--- src/rtl/refSelPkg.sv ---
package refSelPkg;
  typedef enum logic [1:0] {
    MODE_LOCK_A   = 2'd0,
    MODE_LOCK_B   = 2'd1,
    MODE_FREE     = 2'd2,
    MODE_UNSTABLE = 2'd3
  } modeT;

  typedef struct packed {
    logic qualLoad;  // restart the qualification timer
    logic idxNext;   // reference index to register
  } ctlStrobeT;
endpackage

--- src/rtl/refQual.sv ---
module refQual (
  input  logic active,
  input  logic inRange,
  output logic good
);
  // out of range counts the same as absent
  assign good = active & inRange;
endmodule

--- src/rtl/refSelDatapath.sv ---
module refSelDatapath #(
  parameter int unsigned QUAL_CYCLES = 62_500_000,
  localparam int unsigned CNT_W = $clog2(QUAL_CYCLES + 1)
) (
  input  logic                  clk,
  input  logic                  rst,
  input  refSelPkg::ctlStrobeT  strobe,
  output logic                  idxQ,
  output logic                  blanking
);
  logic [CNT_W-1:0] qualCnt;

  always_ff @(posedge clk or posedge rst) begin
    if (rst) begin
      idxQ    <= 1'b0;
      qualCnt <= '0;
    end else begin
      idxQ <= strobe.idxNext;
      if (strobe.qualLoad)
        qualCnt <= CNT_W'(QUAL_CYCLES);
      else if (qualCnt != '0)
        qualCnt <= qualCnt - CNT_W'(1);
    end
  end

  assign blanking = (qualCnt != '0);

  // timer counts down one per edge unless restarted
  assert_timer_count_R8: assert property (@(posedge clk) disable iff (rst)
    (qualCnt != '0 && !strobe.qualLoad) |=> (qualCnt == $past(qualCnt) - CNT_W'(1)));

  // a restart always reloads the full interval
  assert_timer_load_R8: assert property (@(posedge clk) disable iff (rst)
    strobe.qualLoad |=> (qualCnt == CNT_W'(QUAL_CYCLES)));

  // index register follows the requested index
  assert_idx_follow_R1: assert property (@(posedge clk) disable iff (rst)
    1'b1 |=> (idxQ == $past(strobe.idxNext)));
endmodule

--- src/rtl/refSelCtrl.sv ---
module refSelCtrl #(
  parameter int unsigned NUM_REFS = 2
) (
  input  logic                  clk,
  input  logic                  rst,
  input  logic                  selB,
  input  logic                  forceFree,
  input  logic                  outDisable,
  input  logic [NUM_REFS-1:0]   refGood,
  input  logic                  lockLost,
  input  logic                  idxQ,
  input  logic                  blanking,
  output refSelPkg::ctlStrobeT  strobe,
  output refSelPkg::modeT       modeQ,
  output logic                  freeRunQ,
  output logic                  alarmQ,
  output logic                  outEnQ
);
  import refSelPkg::*;

  logic  selGood, altGood, swEvent, blankNow, lorTerm, frNext, alarmNext;
  modeT  modeNext;

  assign selGood = refGood[selB];
  assign altGood = refGood[~selB];
  assign swEvent = (selB != idxQ);
  assign blankNow = swEvent | blanking;

  always_comb begin
    strobe.qualLoad = swEvent;
    strobe.idxNext  = selB;
  end

  always_comb begin
    modeNext = MODE_UNSTABLE;
    frNext   = 1'b0;
    lorTerm  = 1'b1;
    if (forceFree || refGood == '0) begin
      modeNext = MODE_FREE;
      frNext   = 1'b1;
    end else if (selGood && altGood) begin
      modeNext = selB ? MODE_LOCK_B : MODE_LOCK_A;
      lorTerm  = 1'b0;
    end
  end

  assign alarmNext = lorTerm | (lockLost & ~blankNow);

  always_ff @(posedge clk or posedge rst) begin
    if (rst) begin
      modeQ    <= MODE_FREE;
      freeRunQ <= 1'b1;
      alarmQ   <= 1'b1;
      outEnQ   <= 1'b0;
    end else begin
      modeQ    <= modeNext;
      freeRunQ <= frNext;
      alarmQ   <= alarmNext;
      outEnQ   <= ~outDisable;
    end
  end

  assert_forced_free_R2: assert property (@(posedge clk) disable iff (rst)
    forceFree |=> (modeQ == MODE_FREE && freeRunQ && alarmQ));

  assert_auto_free_R3: assert property (@(posedge clk) disable iff (rst)
    (refGood == '0) |=> (modeQ == MODE_FREE && freeRunQ && alarmQ));

  assert_clean_lock_R4: assert property (@(posedge clk) disable iff (rst)
    (!forceFree && &refGood && !lockLost) |=>
      (!alarmQ && !freeRunQ && modeQ == ($past(selB) ? MODE_LOCK_B : MODE_LOCK_A)));

  assert_unstable_R5: assert property (@(posedge clk) disable iff (rst)
    (!forceFree && $countones(refGood) == 1) |=> (modeQ == MODE_UNSTABLE && alarmQ && !freeRunQ));

  assert_out_disable_R6: assert property (@(posedge clk) disable iff (rst)
    outDisable |=> !outEnQ);

  assert_switch_blank_R8: assert property (@(posedge clk) disable iff (rst)
    (strobe.qualLoad && !forceFree && &refGood) |=> !alarmQ);
endmodule

--- src/rtl/refSelMode.sv ---
module refSelMode #(
  parameter int unsigned QUAL_CYCLES = 62_500_000
) (
  input  logic       clk,
  input  logic       rst,
  input  logic       selB,
  input  logic       forceFree,
  input  logic       outDisable,
  input  logic [1:0] refActive,
  input  logic [1:0] refInRange,
  input  logic       lockLost,
  output logic [1:0] mode,
  output logic       freeRunStat,
  output logic       alarm,
  output logic       outEnable,
  output logic       refIdx
);
  import refSelPkg::*;

  localparam int unsigned NUM_REFS = 2;

  logic [NUM_REFS-1:0] refGood;
  ctlStrobeT           strobe;
  logic                idxQ, blanking;
  modeT                modeQ;

  for (genvar i = 0; i < NUM_REFS; i++) begin : gQual
    refQual uQual (
      .active (refActive[i]),
      .inRange(refInRange[i]),
      .good   (refGood[i])
    );
  end

  refSelCtrl #(.NUM_REFS(NUM_REFS)) uCtrl (
    .clk       (clk),
    .rst       (rst),
    .selB      (selB),
    .forceFree (forceFree),
    .outDisable(outDisable),
    .refGood   (refGood),
    .lockLost  (lockLost),
    .idxQ      (idxQ),
    .blanking  (blanking),
    .strobe    (strobe),
    .modeQ     (modeQ),
    .freeRunQ  (freeRunStat),
    .alarmQ    (alarm),
    .outEnQ    (outEnable)
  );

  refSelDatapath #(.QUAL_CYCLES(QUAL_CYCLES)) uPath (
    .clk     (clk),
    .rst     (rst),
    .strobe  (strobe),
    .idxQ    (idxQ),
    .blanking(blanking)
  );

  assign mode   = modeQ;
  assign refIdx = idxQ;
endmodule

--- config.mk ---
export PLATFORM = sky130hd
export DESIGN_NAME = refSelMode
export DESIGN_NICKNAME = d
export VERILOG_FILES = /design/src/rtl/refSelPkg.sv /design/src/rtl/refQual.sv /design/src/rtl/refSelDatapath.sv /design/src/rtl/refSelCtrl.sv /design/src/rtl/refSelMode.sv
export SDC_FILE = /design/constraint.sdc
export NUM_CORES = 1
export LEC_CHECK = 0
export BUFFER_PORTS_ARGS = -buffer_cell sky130_fd_sc_hd__buf_2
export CAP_MARGIN = 40
export CELL_PAD_IN_SITES_DETAIL_PLACEMENT = 0
export CELL_PAD_IN_SITES_GLOBAL_PLACEMENT = 1
export CORE_ASPECT_RATIO = 1.4
export CORE_UTILIZATION = 36
export DETAILED_ROUTE_END_ITERATION = 6
export GPL_TIMING_DRIVEN = 0
export PLACE_DENSITY_LB_ADDON = 0.1
export SLEW_MARGIN = 20
export SYNTH_ARGS = -nofsm -noshare
export SYNTH_HDL_FRONTEND = slang
export SYNTH_HIERARCHICAL = 1
export SYNTH_SLANG_ARGS = --single-unit
--- constraint.sdc ---
create_clock -name clk -period 2.4 [get_ports clk]
set_input_delay 0.48 -clock clk [delete_from_list [all_inputs] [get_ports clk]]
set_output_delay 0.48 -clock clk [all_outputs]
set_load 0.01 [all_outputs]
==> results.txt, run 1 <==
* Total of max-cap violations: 0
- Unrepaired setup endpoints after global routing: no
- For this run, the slowest stage of the critical path takes 0.40 ns.
* Slew of the pin with the lowest slew margin: 0.580 ns
* Clock Skews: 0.00681 ns
- The first global-routing pass estimated 6.93 mm of wire.
- The congestion estimate from routability-driven global placement came to 0.833.
- Detailed-router iteration count before antenna repair: 4
* CTS hold repair buffers: 0
- Cell types with the largest area share after synthesis: sky130_fd_sc_hd__dfrtp_1 (43%), sky130_fd_sc_hd__dfstp_2 (4.6%), sky130_fd_sc_hd__nor2_1 (3.5%)
- The number of antenna violations at the first check in global routing came to 0.
* Clock H-tree levels: 2
- For the worst setup path, the data arrival time is 2.40 ns.
- Clock tree from TritonCTS: built
- In this run the tool buffered the top-level ports with 15 buffer cells.
* Clock Tree Root: sky130_fd_sc_hd__clkbuf_8
* Chain of cells forming the critical path: inv_1, ha_1, nor3b_4, nand4b_1, o21ai_4, buf_6, nor4_1, o21a_1
* Layout Area Growth over Synthesis: 15.4%
- Pleak: 0.000723 uW
* Detailed-placement wirelength estimate: 2.98 mm
* Floorplan die height: 83.4 um
* Number of clock buffers inserted by TritonCTS: 5
* Hold Slack: 0.0841 ns
- After layout, the worst path uses 92.3% of the clock period.
- The run finished with clean final reports.
- Count of distinct cell types in the synthesized netlist: 48
* Number of synthesis warnings: 6
- A synthesized cell averages 10.2 sq um.
- Counting tap cells, the placed design contains a total of 245 instances.
* Worst setup EP type: flip-flop
- Via count of the routed design: 1,353
* Count of flip-flops with a built-in enable after synthesis: 0
- CTS clock-pin slew for the worst setup and hold paths: 0.07 ns
- The final-report max-slew violation count is 0.
- Congestion Overflow GR: 0
- Starting Density: 37.5%
* Post-route insts no fill: 254
- The final layout contains routed wiring with a total length of 3.95 mm.
- Entering global routing, the biggest net connects 15 pins.
- Vias per std cell: 5.33
- Antenna diode instance count: 0
- Required time at the endpoint of the critical path: 2.58 ns
* Top Ports: 16
- The synthesized design spends more area on one cell type than any other, namely sky130_fd_sc_hd__dfrtp_1.
* DRC violations left: 0
- Min cycle time layout: 2.21 ns
- Routed wire per std cell: 15.6 um
- Total standard cell area after synthesis: 1700 sq um
* Cell with the largest stage delay on the worst path: sky130_fd_sc_hd__dfrtp_1
* Maximum buffer depth of the clock tree: 2
* Setup TNS: 0 ns
* Power per unit of standard cell area: 660 nW/um^2
* Die X: 60.1 um
- Timing would allow up to 452 MHz.
* Synthesized net count: 178
- At the end of the flow, the number of nets in the layout was 202.
- In this run the core area contains 29 standard-cell rows.
* GRT Overall Usage: 18.7%
- Setup violations remaining at the end of the flow were counted as 0.
- The detailed router finished its first iteration with 38 violations.
- Kind of critical path: flip-flop to flip-flop
* Async set or reset register ratio after synthesis: 100%
* Die area: 5010 sq um
- Clock latency on the worst-skew pair: 0.29 ns
- Of the synthesized area, sequential elements account for 47.2%.
- The via count of the first global-routing pass came to 1,459.
- Kind of launch point of the worst setup path: flip-flop
- Primary flip-flop cell chosen by synthesis mapping: sky130_fd_sc_hd__dfrtp_1
- In the synthesized netlist, the number of instances is 167.
- Relative max-transition margin: 61.3%
* Register bit count reported by yosys: 32
- Num Clock Sinks: 32
- Hold Violations, Final: 0
* Antenna viol nets, final: 0
* Number of fill cells: 455
- Proportion of layout cells with a drive suffix above 1: 21.4%
- The core region is 4540 sq um.
* Worst min-delay path category: input pin to async pin
- Of the post-synthesis cell area, the dominant cell type holds 42.6%.
- Maximum fanout count along the critical path: 10
* Worst vdd rail ir drop: 213 uV
## cell families after synthesis
logic type      count (synthesis)  synth area share [%]
flops                          32                  47.2
fa+ha+maj                       1                 0.735
simple gates                   79                  29.0
buf+inv                        14                  3.97
compound gates                 29                  12.6
mux                             4                  2.42
xor+xnor                        8                  4.11
## cells in the mapped netlist (all sizes together) (3+ instances only)
| cell | number |
|---|---|
| nand3 | 9 |
| o21ai | 7 |
| mux2i | 3 |
| xor2 | 5 |
| nand2b | 4 |
| o211ai | 5 |
| or3 | 7 |
| nor4 | 11 |
| dfrtp | 29 |
| dfstp | 3 |
| clkbuf | 3 |
| nor3 | 5 |
| inv | 8 |
| nand2 | 7 |
| nor2b | 5 |
| and2 | 3 |
| o21bai | 3 |
| buf | 3 |
| xnor2 | 3 |
| a21oi | 3 |
| nor2 | 16 |
## worst max-delay path: cells and delay by family, from the launching register on
family,cells,cell delay (ns)
adders and majority gates,1,0.19
and+or+nand+nor,3,0.71
DFF,1,0.40
AOI/OAI and AO/OA,2,0.49
buffers and inverters,2,0.30
## repair_timing
| item | 4_1_cts | 5_1_grt |
|---|---|---|
| endpoints found under the setup margin | 0 | 9 |
| gates resized for setup | 0 | 1 |
| setup buffers | 0 | 1 |
## power breakdown
| part | total [uW] | switching, uW | leakage (uW) | internal (uW) |
|---|---|---|---|---|
| combinational | 253 | 148 | 0.000322 | 105 |
| clock | 402 | 198 | 0.0000422 | 203 |
| sequential | 643 | 62.8 | 0.000359 | 580 |
| total | 1300 | 409 | 0.000723 | 888 |
## registers in the layout, indices dropped and copies added (netlist names)
name            cells
uPath/qualCnt      26
uCtrl/alarmQ        1
uCtrl/freeRunQ      1
uPath/idxQ          1
uCtrl/modeQ         2
uCtrl/outEnQ        1
## cell usage in the layout, fill, tap and decap left out, types with 3 or more instances in the layout
cell type	count
sky130_fd_sc_hd__dfrtp_1	29
sky130_fd_sc_hd__nor2_1	16
sky130_fd_sc_hd__buf_2	15
sky130_fd_sc_hd__inv_1	8
sky130_fd_sc_hd__nand3_1	8
sky130_fd_sc_hd__or3_1	7
sky130_fd_sc_hd__nand2_1	7
sky130_fd_sc_hd__nor4_1	6
sky130_fd_sc_hd__clkbuf_8	5
sky130_fd_sc_hd__clkbuf_1	5
sky130_fd_sc_hd__xor2_1	5
sky130_fd_sc_hd__nor3_1	5
sky130_fd_sc_hd__nor2b_1	5
sky130_fd_sc_hd__o21ai_0	5
sky130_fd_sc_hd__o211ai_1	5
sky130_fd_sc_hd__nand2b_1	4
sky130_fd_sc_hd__o21bai_1	3
sky130_fd_sc_hd__buf_4	3
sky130_fd_sc_hd__dfstp_2	3
sky130_fd_sc_hd__nor4_2	3
sky130_fd_sc_hd__a21oi_1	3
sky130_fd_sc_hd__mux2i_1	3
sky130_fd_sc_hd__xnor2_1	3
## per-stage QoR
stage / area [sq um] / utilization [%] / total power (uW) / setup WS, ns
2_1_floorplan: 1700 / - / 807 / 0.552
3_3_place_gp: 1860 / 40.9 / 878 / 0.0430
3_5_place_dp: 1870 / 41.2 / 891 / 0.0982
4_1_cts: 1950 / 43.0 / 1290 / 0.0924
5_1_grt: 1970 / 43.3 / 1370 / 0.0427
6_report: 1970 / 43.3 / 1300 / 0.185
## layer usage
layer | up-vias | wire, um | GRT usage, %
met1 | 665 | 1680 | 22.5
met5 | - | 0 | 0
met2 | 23 | 2080 | 31.2
met4 | 0 | 74 | 7.61
met3 | 9 | 110 | 4.05
li1 | 656 | - | -
## final timing paths
| check | from | endpoint | slack (ns) | depth (start not counted) |
|---|---|---|---|---|
| max in group asynchronous | rst | uPath/qualCnt[5] | 1.63 | 3 |
| worst min register to register | uPath/qualCnt[22] | uPath/qualCnt[22] | 0.56 | 2 |
| worst max-delay path | uPath/qualCnt[0] | uPath/qualCnt[9] | 0.19 | 8 |
| worst min-delay path | rst | uCtrl/outEnQ | 0.08 | 2 |
| worst max register to register | uPath/qualCnt[0] | uPath/qualCnt[9] | 0.19 | 8 |
| min in group clk | outDisable | uCtrl/outEnQ | 0.33 | 2 |
## area by class of cell
cell class / count / area [sq um] / share of cell area, %
multi-input combinational: 121 / 837 / 42.6
clock inverter: 1 / 5.00 / 0.255
buffer: 6 / 37.5 / 1.91
timing repair buffer: 17 / 97.6 / 4.96
sequential: 32 / 805 / 40.9
clock buffer: 7 / 76.3 / 3.88
inverter: 8 / 30.0 / 1.53
tap: 62 / 77.6 / 3.95
(Power assumes the default switching activity.)
==> run 2: changes to the inputs <==
- clock period: 2.4 -> 2.6 ns (I/O delays scaled with it)
==> results.txt, run 2 (synthesis results as in run 1) <==
* Outcome: complete, no violations (unchanged)
* Hold Slack: 0.125 ns (was 0.0841 ns)
- Vias per std cell: 5.33 (about the same)
- Switching share of power: 31.6% (was 31.5%)
- The critical path launch point type is a flip-flop (unchanged).
* Worst min-delay path category: input pin to async pin (unchanged)
- Number of antenna violations at the first check in global routing: 0 (unchanged)
- Number of clock buffers inserted by TritonCTS: 5 (unchanged)
* Maximum number of pins on one net before global-route repair: 15 (unchanged)
- Proportion of layout cells with a drive suffix above 1: 20.9% (was 21.4%)
* Cell with the largest stage delay on the worst path: sky130_fd_sc_hd__dfrtp_1 (unchanged)
- The clock tree from TritonCTS was built (unchanged).
- Flop2flop setup slack: 0.26 ns (was 0.19 ns)
* Wire length reported by the detailed router: 3.96 mm (was 3.95 mm)
* Final setup violation count: 0 (unchanged)
* DRC violations left: 0 (unchanged)
- The number of diodes was 0 (unchanged).
* Critical Path Stages: 8 (unchanged)
* Number of global-route vias before repair: 1,459 (unchanged)
* Detailed-router iteration count before antenna repair: 3 (was 4)
* Congestion Overflow GR: 0 (unchanged)
- Largest incremental delay on the critical path: 0.40 ns (about the same)
- Endpoint of the worst register-to-register path: uPath/qualCnt[9] (unchanged)
* CTS hold repair buffers: 0 (unchanged)
* Starting Density: 37.5% (unchanged)
- Commonest non-fill, non-tap cell in the layout: sky130_fd_sc_hd__dfrtp_1 (unchanged)
- The part of the power in registers is 50.0% (was 49.6%).
* Share of the clock period used by the worst path after layout: 90.1% (was 92.3%)
- The critical setup path kind is flip-flop to flip-flop (unchanged).
- # placed instances: 245 (unchanged)
- Buffers added on ports: 15 (unchanged)
* CTS clock-pin slew for the worst setup and hold paths: 0.07 ns (about the same)
- The switching power total was 373 uW (was 409 uW).
- The final layout net count was 201 (was 202).
- The post-route setup TNS is 0 ns (unchanged).
- The capturing element type of the critical path is a flip-flop (unchanged).
- Post-route insts no fill: 253 (was 254)
- Max reg flops: 26 (unchanged)
- The post-DP HPWL came to 2.98 mm (unchanged).
- The part of the power in combinational logic is 18.6% (was 19.5%).
* Clock share of power: 31.4% (was 31.0%)
- Power per unit of standard cell area: 605 nW/um^2 (was 660 nW/um^2)
- The number of H-tree levels is 2 (unchanged).
* Relative max-transition margin: 61.4% (was 61.3%)
- The clock period minus worst slack was 2.34 ns (was 2.21 ns).
* Die X: 60.1 um (unchanged)
- Chain of cells forming the critical path: inv_1, ha_1, nor3b_2, nand4b_1, o21ai_4, buf_6, nor4_1, o21a_1 (was inv_1, ha_1, nor3b_4, nand4b_1, o21ai_4, buf_6, nor4_1, o21a_1)
* Top Ports: 16 (unchanged)
- Regs by FF count: uPath/qualCnt x26, uCtrl/modeQ x2 (unchanged)
- Via count of the routed design: 1,349 (was 1,353)
- Clock Skews: 0.00645 ns (was 0.00681 ns)
- Max frequency: 427 MHz (was 452 MHz)
- The latest clock arrival within the worst-skew pair was 0.29 ns (about the same).
- Required time at the endpoint of the critical path: 2.78 ns (was 2.58 ns)
* Maximum buffer depth of the clock tree: 2 (unchanged)
* Data arrival time at the worst-slack endpoint: 2.52 ns (was 2.40 ns)
- Num Clock Sinks: 32 (unchanged)
- Worst vdd rail ir drop: 197 uV (was 213 uV)
- The die boundary height was 83.4 um (unchanged).
- Pins Over Slew Limit: 0 (unchanged)
- Leading cell types in the layout, fill and taps excluded: sky130_fd_sc_hd__dfrtp_1 (29), sky130_fd_sc_hd__nor2_1 (16), sky130_fd_sc_hd__buf_2 (15), sky130_fd_sc_hd__inv_1 (8), sky130_fd_sc_hd__nand3_1 (8) (unchanged).
- The kind of cell adding the most delay to the critical path is simple AND/OR/NAND/NOR gates (unchanged).
* Maximum fanout count along the critical path: 10 (unchanged)
- Global-route wire length before repair: 6.93 mm (unchanged)
* Count of routing violations after the opening detailed-route iteration: 33 (was 38)
- Die area: 5010 sq um (unchanged)
- Total of max-cap violations: 0 (unchanged)
- GRT Overall Usage: 18.7% (unchanged)
- Unrepaired setup endpoints after global routing: no (unchanged)
- Hold Violations, Final: 0 (unchanged)
- The top register by number of flip-flops was uPath/qualCnt (unchanged).
- The remaining antenna violation count after routing is 0 (unchanged).
* Internal power: 808 uW (was 888 uW)
- The worst flop-to-flop path startpoint is uPath/qualCnt[0] (unchanged).
- Cell count of the worst reg-to-reg path: 8 (unchanged)
- Clock Tree Root: sky130_fd_sc_hd__clkbuf_8 (unchanged)
- Number of buffers added for setup after CTS: 0 (unchanged)
* Routed wire per std cell: 15.6 um (about the same)
* Total buffers and inverters traversed by the critical path: 2 (unchanged)
- Core Footprint: 4540 sq um (unchanged)
* Number of standard-cell rows in the floorplan: 29 (unchanged)
- The launching element of the worst setup path was uPath/qualCnt[0] (unchanged).
* Weighted congestion reported at the end of routability-driven placement: 0.833 (unchanged)
* Pleak: 0.000718 uW (was 0.000723 uW)
* Quantity of gates resized following cts: 0 (unchanged)
- The measured slew at the worst slew-check pin is 0.578 ns (was 0.580 ns).
- The layout-stage area growth over the synthesis result is 14.6% (was 15.4%).
## run 2: cell types whose count changed in the layout (fill, tap and decap cells not counted), sizes merged
cell	delta
buf	-1
## run 2: how the worst max path moves through the flow
stage	to
after CTS	uPath/qualCnt[9]
final	uPath/qualCnt[9]
after detailed placement	uPath/qualCnt[9]
after global placement	uPath/qualCnt[9]
after floorplan	uPath/qualCnt[17]
after global routing	uPath/qualCnt[23]
## run 2: stage by stage
stage	utilization (%)	power [uW]	cell area [sq um]	setup WS, ns
after floorplan	-	745	1700	0.752
after global placement	40.9	810	1860	0.243
after detailed placement	41.2	823	1870	0.298
after CTS	43.0	1190	1950	0.292
after global routing	43.0	1250	1950	0.119
final	43.0	1180	1950	0.259
## run 2: worst reg2reg max path: cells and delay by family, from the launching register on
kind                       cells  cell delay, ns
adders and majority gates      1            0.19
buffers and inverters          2            0.32
and+or+nand+nor                3            0.80
DFF                            1            0.40
AOI/OAI and AO/OA              2            0.53
## run 2: cell type report
cell class                      instances  area (sq um)
Inverter                                8          30.0
Tap cell                               62          77.6
Sequential cell                        32           805
Clock inverter                          1          5.00
Buffer                                  6          37.5
Fill cell                             459          2580
Clock buffer                            7          76.3
Multi-Input combinational cell        121           831
Timing Repair Buffer                   16          90.1
## run 2: routing by layer
metal	GRT usage (%)	part of all wire [%]	vias to the layer above
met3	4.05	2.8	9
met1	22.5	42	659
li1	-	-	658
met4	7.61	1.9	0
met5	0	0	-
met2	31.2	53	23
## run 2: power by group through the flow
stage	Combinational (uW)	Clock, uW	Sequential (uW)
after floorplan	155	0	589
after global placement	215	0	595
after detailed placement	223	0	599
after CTS	223	381	591
after global routing	247	405	598
final	220	371	591
